## src/rtl/pwr_event_pkg.sv

```systemverilog
package pwr_event_pkg;
   localparam int BYTE_W = 8;

   typedef struct packed {
      logic [3:0] zero;
      logic       on_batt;
      logic       lo75;
      logic       lo85;
      logic       brownout;
   } pwr_status_t;

   // index of each flag inside the synchronized vector
   localparam int IDX_BO  = 0;
   localparam int IDX_BAT = 1;
   localparam int IDX_L85 = 2;
   localparam int IDX_L75 = 3;
   localparam int NUM_FLAGS = 4;
endpackage

```

## src/rtl/pwr_sync.sv

```systemverilog
module pwr_sync #(
   parameter int WIDTH  = 4,
   parameter int STAGES = 2
) (
   input  logic             clk,
   input  logic             rst_n,
   input  logic [WIDTH-1:0] d_async,
   output logic [WIDTH-1:0] q_sync
);
   generate
      if (STAGES < 2) begin : g_bad_stages
         $error("pwr_sync: STAGES must be at least 2");
      end
      if (WIDTH < 1) begin : g_bad_width
         $error("pwr_sync: WIDTH must be at least 1");
      end
   endgenerate

   logic [WIDTH-1:0] chain [STAGES];

   always_ff @(posedge clk or negedge rst_n) begin
      if (!rst_n) begin
         for (int i = 0; i < STAGES; i++) chain[i] <= '0;
      end else begin
         chain[0] <= d_async;
         for (int i = 1; i < STAGES; i++) chain[i] <= chain[i-1];
      end
   end

   assign q_sync = chain[STAGES-1];
endmodule

```

## src/rtl/pwr_ts_bank.sv

```systemverilog
module pwr_ts_bank #(
   parameter int NBYTES     = 6,
   parameter bit KEEP_FIRST = 1'b1,
   localparam int TW        = NBYTES * pwr_event_pkg::BYTE_W
) (
   input  logic              clk,
   input  logic              rst_n,
   input  logic              cap_evt,
   input  logic [TW-1:0]     now,
   input  logic [NBYTES-1:0] clr_en,
   output logic [TW-1:0]     ts,
   output logic              empty
);
   generate
      if (NBYTES < 1) begin : g_bad_n
         $error("pwr_ts_bank: NBYTES must be at least 1");
      end
   endgenerate

   logic cap_ok;

   assign empty = (ts == '0);

   generate
      if (KEEP_FIRST) begin : g_first
         assign cap_ok = cap_evt & empty;


         hold_first_chk: assert property (@(posedge clk) disable iff (!rst_n)
            (!empty && clr_en == '0) |=> $stable(ts));
      end else begin : g_last
         assign cap_ok = cap_evt;


         latest_cap_chk: assert property (@(posedge clk) disable iff (!rst_n)
            cap_evt |=> (ts == $past(now)));
      end

      for (genvar k = 0; k < NBYTES; k++) begin : g_byte
         always_ff @(posedge clk or negedge rst_n) begin
            if (!rst_n)
               ts[k*8 +: 8] <= '0;
            else if (cap_ok)
               ts[k*8 +: 8] <= now[k*8 +: 8];
            else if (clr_en[k])
               ts[k*8 +: 8] <= '0;
         end
      end
   endgenerate
endmodule

```

## src/rtl/pwr_event_rec.sv

```systemverilog
module pwr_event_rec #(
   parameter int TS_BYTES    = 6,
   parameter int SYNC_STAGES = 2,
   localparam int TS_W       = TS_BYTES * pwr_event_pkg::BYTE_W,
   localparam int NUM_REGS   = 2 * TS_BYTES + 1,
   localparam int ADDR_W     = $clog2(NUM_REGS)
) (
   input  logic              clk,
   input  logic              rst_n,
   input  logic              brownout_in,
   input  logic              on_batt_in,
   input  logic              batt_lo85_in,
   input  logic              batt_lo75_in,
   input  logic [TS_W-1:0]   now_time,
   input  logic              rd_stb,
   input  logic              wr_stb,
   input  logic [ADDR_W-1:0] addr,
   input  logic [7:0]        wdata,
   output logic [7:0]        rdata,
   output logic              lv_rst_n
);
   import pwr_event_pkg::*;

   generate
      if (TS_BYTES < 1) begin : g_bad_bytes
         $error("pwr_event_rec: TS_BYTES must be at least 1");
      end
   endgenerate

   logic [NUM_FLAGS-1:0] raw_flags, flg;
   logic                 bat_d;
   logic                 to_batt, to_supply;
   logic                 bo_flag;
   logic                 rd_status;
   pwr_status_t          st;
   logic [TS_W-1:0]      dn_ts, up_ts;
   logic                 dn_empty, up_empty;
   logic [TS_BYTES-1:0]  dn_clr, up_clr;
   logic [7:0]           rd_val;

   assign raw_flags[IDX_BO]  = brownout_in;
   assign raw_flags[IDX_BAT] = on_batt_in;
   assign raw_flags[IDX_L85] = batt_lo85_in;
   assign raw_flags[IDX_L75] = batt_lo75_in;

   pwr_sync #(.WIDTH(NUM_FLAGS), .STAGES(SYNC_STAGES)) u_sync (
      .clk     (clk),
      .rst_n   (rst_n),
      .d_async (raw_flags),
      .q_sync  (flg)
   );

   always_ff @(posedge clk or negedge rst_n) begin
      if (!rst_n) bat_d <= 1'b0;
      else        bat_d <= flg[IDX_BAT];
   end

   assign to_batt   =  flg[IDX_BAT] & ~bat_d;
   assign to_supply = ~flg[IDX_BAT] &  bat_d;

   assign rd_status = rd_stb && (addr == '0);

   // sticky brown-out: a set in the same cycle wins over a read clear
   always_ff @(posedge clk or negedge rst_n) begin
      if (!rst_n)               bo_flag <= 1'b0;
      else if (flg[IDX_BO])     bo_flag <= 1'b1;
      else if (rd_status)       bo_flag <= 1'b0;
   end

   assign lv_rst_n = ~bo_flag;


   bo_set_chk: assert property (@(posedge clk) disable iff (!rst_n)
      flg[IDX_BO] |=> bo_flag);


   bo_clr_chk: assert property (@(posedge clk) disable iff (!rst_n)
      (rd_status && !flg[IDX_BO]) |=> !bo_flag);

   always_comb begin
      st          = '0;
      st.brownout = bo_flag;
      st.lo85     = flg[IDX_L85] | flg[IDX_L75];
      st.lo75     = flg[IDX_L75];
      st.on_batt  = flg[IDX_BAT];
   end

   generate
      for (genvar k = 0; k < TS_BYTES; k++) begin : g_clr
         assign dn_clr[k] = wr_stb && (wdata == 8'h00) && (addr == ADDR_W'(k + 1));
         assign up_clr[k] = wr_stb && (wdata == 8'h00) && (addr == ADDR_W'(TS_BYTES + 1 + k));
      end
   endgenerate

   pwr_ts_bank #(.NBYTES(TS_BYTES), .KEEP_FIRST(1'b1)) u_dn_bank (
      .clk     (clk),
      .rst_n   (rst_n),
      .cap_evt (to_batt),
      .now     (now_time),
      .clr_en  (dn_clr),
      .ts      (dn_ts),
      .empty   (dn_empty)
   );

   pwr_ts_bank #(.NBYTES(TS_BYTES), .KEEP_FIRST(1'b0)) u_up_bank (
      .clk     (clk),
      .rst_n   (rst_n),
      .cap_evt (to_supply),
      .now     (now_time),
      .clr_en  (up_clr),
      .ts      (up_ts),
      .empty   (up_empty)
   );

   always_comb begin
      rd_val = 8'h00;
      if (addr == '0) rd_val = st;
      for (int k = 0; k < TS_BYTES; k++) begin
         if (addr == ADDR_W'(k + 1))            rd_val = dn_ts[k*8 +: 8];
         if (addr == ADDR_W'(TS_BYTES + 1 + k)) rd_val = up_ts[k*8 +: 8];
      end
   end

   always_ff @(posedge clk or negedge rst_n) begin
      if (!rst_n)      rdata <= 8'h00;
      else if (rd_stb) rdata <= rd_val;
   end

   // a full to-battery bank only holds or shrinks, so it never reads empty then full without a capture
   dn_empty_chk: assert property (@(posedge clk) disable iff (!rst_n)
      ($past(dn_empty) && !dn_empty) |-> $past(to_batt));

   // up_empty is reported only for symmetry of the bank instance
   up_empty_chk: assert property (@(posedge clk) disable iff (!rst_n)
      ($past(up_empty) && !up_empty) |-> $past(to_supply));
endmodule

```

## config.mk

```make
export PLATFORM = sky130hd
export DESIGN_NAME = pwr_event_rec
export DESIGN_NICKNAME = d
export VERILOG_FILES = /design/src/rtl/pwr_event_pkg.sv /design/src/rtl/pwr_sync.sv /design/src/rtl/pwr_ts_bank.sv /design/src/rtl/pwr_event_rec.sv
export SDC_FILE = /design/constraint.sdc
export NUM_CORES = 1
export LEC_CHECK = 0
export BUFFER_PORTS_ARGS = -buffer_cell sky130_fd_sc_hd__buf_2
export CORE_MARGIN = 2
export CORE_UTILIZATION = 57
export CTS_CLUSTER_SIZE = 8
export DETAILED_ROUTE_END_ITERATION = 8
export GPL_TIMING_DRIVEN = 1
export PLACE_DENSITY_LB_ADDON = 0.2
export SYNTH_ARGS = -nofsm -noshare
export SYNTH_HDL_FRONTEND = slang
export SYNTH_SLANG_ARGS = --single-unit
```

## constraint.sdc

```tcl
create_clock -name clk -period 2.4 [get_ports clk]
set_clock_uncertainty 0.1 [all_clocks]
set_input_delay 0.36 -clock clk [delete_from_list [all_inputs] [get_ports clk]]
set_output_delay 0.36 -clock clk [all_outputs]
set_load 0.1 [all_outputs]
```

==> impl_metrics.sql <==
INSERT INTO impl_metrics (metric_group, metric, value, unit) VALUES
('run_status', 'status', 'completed', ''),
('timing', 'maxSlewHeadroom', '0.3975', ''),
('clock_tree', 'cts_resized', '0', ''),
('critical_path', 'required', '2.75', 'ns'),
('clock_tree', 'holdBufCountCts', '53', ''),
('critical_path', 'worst_path_buffer_plus_inverter_count', '1', ''),
('critical_path', 'worst_path_dominant_cell_family', 'simple AND/OR/NAND/NOR gates', ''),
('critical_path', 'timing.critical_path.arrival', '2.54', 'ns'),
('layout', 'layout.core_utilization', '0.7812', ''),
('route', 'detailroute.via_count', '5252', ''),
('route', 'drt_first_pass_iters', '5', ''),
('logic_synthesis', 'ys.flop_type', 'sky130_fd_sc_hd__dfrtp_1', ''),
('route', 'via_per_inst', '6.725', ''),
('logic_synthesis', 'syn_inst', '495', ''),
('placement', 'hpwl', '12610', 'um'),
('timing', 'max_clock_freq', '456.5', 'MHz'),
('grt', 'grt_max_degree', '60', ''),
('logic_synthesis', 'synth.top_cells.by_count', '114 x sky130_fd_sc_hd__dfrtp_1, 97 x sky130_fd_sc_hd__a22o_1, 27 x sky130_fd_sc_hd__o21ai_0', ''),
('logic_synthesis', 'syn_area', '5443', 'um^2'),
('timing', 'grt_setup_unrepaired', 'no', ''),
('timing', 'fin_hold_ws', '0.1605', 'ns'),
('die', 'std_cell_rows', '35', ''),
('logic_synthesis', 'yosys.area.top_type', 'sky130_fd_sc_hd__dfrtp_1', ''),
('clock_tree', 'post-cts-setup-buffer-count', '0', ''),
('grt', 'grtUsageMet3', '0.1021', ''),
('logic_synthesis', 'avg_synthesized_cell_area', '11.00', 'um^2'),
('clock_tree', 'cts_sinks', '114', ''),
('timing', 'accumulated_negative_setup_slack', '0', 'ns'),
('critical_path', 'critPathSlowestCell', 'sky130_fd_sc_hd__nor4_1', ''),
('die', 'core_region_area', '9240', 'um^2'),
('placement', 'placed_insts', '696', ''),
('die', 'design.portCount', '77', ''),
('route', 'drt_wl_total', '19030', 'um'),
('clock_tree', 'worst_skew_late_latency', '0.52', 'ns'),
('logic_synthesis', 'synthMostInstantiatedCell', 'sky130_fd_sc_hd__dfrtp_1', ''),
('logic_synthesis', 'yosys.cell_types.count', '65', ''),
('logic_synthesis', 'synth_nets', '563', ''),
('grt', 'met1_usage', '0.5136', ''),
('critical_path', 'end_kind', 'flop', ''),
('flow_run', 'max_cap_violations', '0', ''),
('placement', 'place.gp.congestion', '0.9905', ''),
('die', 'initial_utilization', '0.5890', ''),
('grt', 'grt_most_used_layer', 'met2', ''),
('clock_tree', 'cts_max_path_buffers', '2', ''),
('logic_synthesis', 'yosysSeqAreaShare', '0.5241', ''),
('timing', 'final_hold_fails', '0', ''),
('route', 'dr.first_iter.drc_count', '615', ''),
('grt', 'groute.usage.overall', '0.3857', ''),
('grt', 'number_of_global_route_vias_before_repair', '5209', ''),
('logic_synthesis', 'synth_enable_flop_cells', '0', ''),
('grt', 'grt_antenna_before_repair', '0', ''),
('route', 'ant_nets', '0', ''),
('placement', 'buffer_ports.inserted', '76', ''),
('logic_synthesis', 'synthDominantCellAreaShare', '0.5241', ''),
('clock_tree', 'cts-htree-levels', '4', ''),
('logic_synthesis', 'synth_warnings', '0', ''),
('timing', 'shortest_clock_period_the_worst_path_allows_after_layout', '2.190', 'ns'),
('route', 'post_drt_wl_per_cell', '24.37', 'um'),
('critical_path', 'worst-setup-path-type', 'flop to flop', ''),
('placement', 'post-place-ws', '0.1121', 'ns'),
('critical_path', 'crit_fanout', '48', ''),
('logic_synthesis', 'ys_ff_latch', '114', ''),
('layout', 'drive_gt1_frac', '0.2366', ''),
('worst_hold_path', 'hold_class', 'input pin to asynchronous set/reset pin', ''),
('timing', 'slew_viol_final', '0', ''),
('die', 'die_width', '101.7', 'um'),
('timing', 'final_critical_path_setup_slack', '0.2096', 'ns'),
('timing', 'setup_violations', '0', ''),
('power', 'p_leak', '3.336', 'nW'),
('power', 'power.density_cell_area', '766.8', 'nW/um^2'),
('layout', 'final_net_count', '707', '');
registers in the layout, summed over array words and instances, names as in the netlist:
register / count
bat_d: 1
rdata: 8
u_dn_bank.ts: 48
u_up_bank.ts: 48
u_sync.q_sync: 4
u_sync.chain: 4
bo_flag: 1
layer usage:
metal	up-vias	wire length, um
met2	340	9016
li1	2256	-
met3	61	1613
met4	0	622
met1	2595	7777
met5	-	0
cell type report:
class                      instances  area [um^2]
antenna                            1        2.502
clock buffer                      21        459.2
clock inverter                    10        108.9
fill                             580         2022
inverter                           8        30.03
multi-input combinational        336         2392
sequential                       114         2853
tap                              129        161.4
timing repair buffer             162         1211
cell families (layout without fill, tap and decap cells):
logic type,after synthesis,in the layout,share of synthesized area
AO/OA/AOI/OAI,215,215,0.3007
AND/OR/NAND/NOR,116,116,0.1264
flip-flops,114,114,0.5241
buffers and inverters,45,201,0.03931
multiplexers,5,5,0.009425
other,0,1,0
report_power, final:
part / leakage, nW / internal, mW / switching (mW)
sequential: 1.43 / 2.09 / 0.158
combinational: 1.63 / 0.357 / 0.515
clock: 0.279 / 1.54 / 0.867
total: 3.34 / 3.99 / 1.54
final timing paths:
kind / startpoint / end / slack [ns] / cells past startpoint
max: u_dn_bank.ts[7] / u_dn_bank.ts[7] / 0.21 / 5
min: rst_n / u_up_bank.ts[30] / 0.16 / 2
max reg2reg: u_dn_bank.ts[7] / u_dn_bank.ts[7] / 0.21 / 5
min reg2reg: u_sync.chain[5] / u_sync.q_sync[1] / 0.25 / 0
max in group asynchronous: rst_n / u_up_bank.ts[1] / 1.31 / 3
min in group clk: u_sync.chain[5] / u_sync.q_sync[1] / 0.25 / 0
cell usage in the layout, fill, tap and decap left out, drive strengths merged, types with 13 or more instances in the layout:
master / count
dfrtp: 114
nor2: 22
a22o: 97
o21ai: 27
nor4: 15
nand2: 18
clkbuf: 21
buf: 109
a21oi: 22
dlygate4sd3: 53
nand3: 13
(Power assumes the default switching activity.)
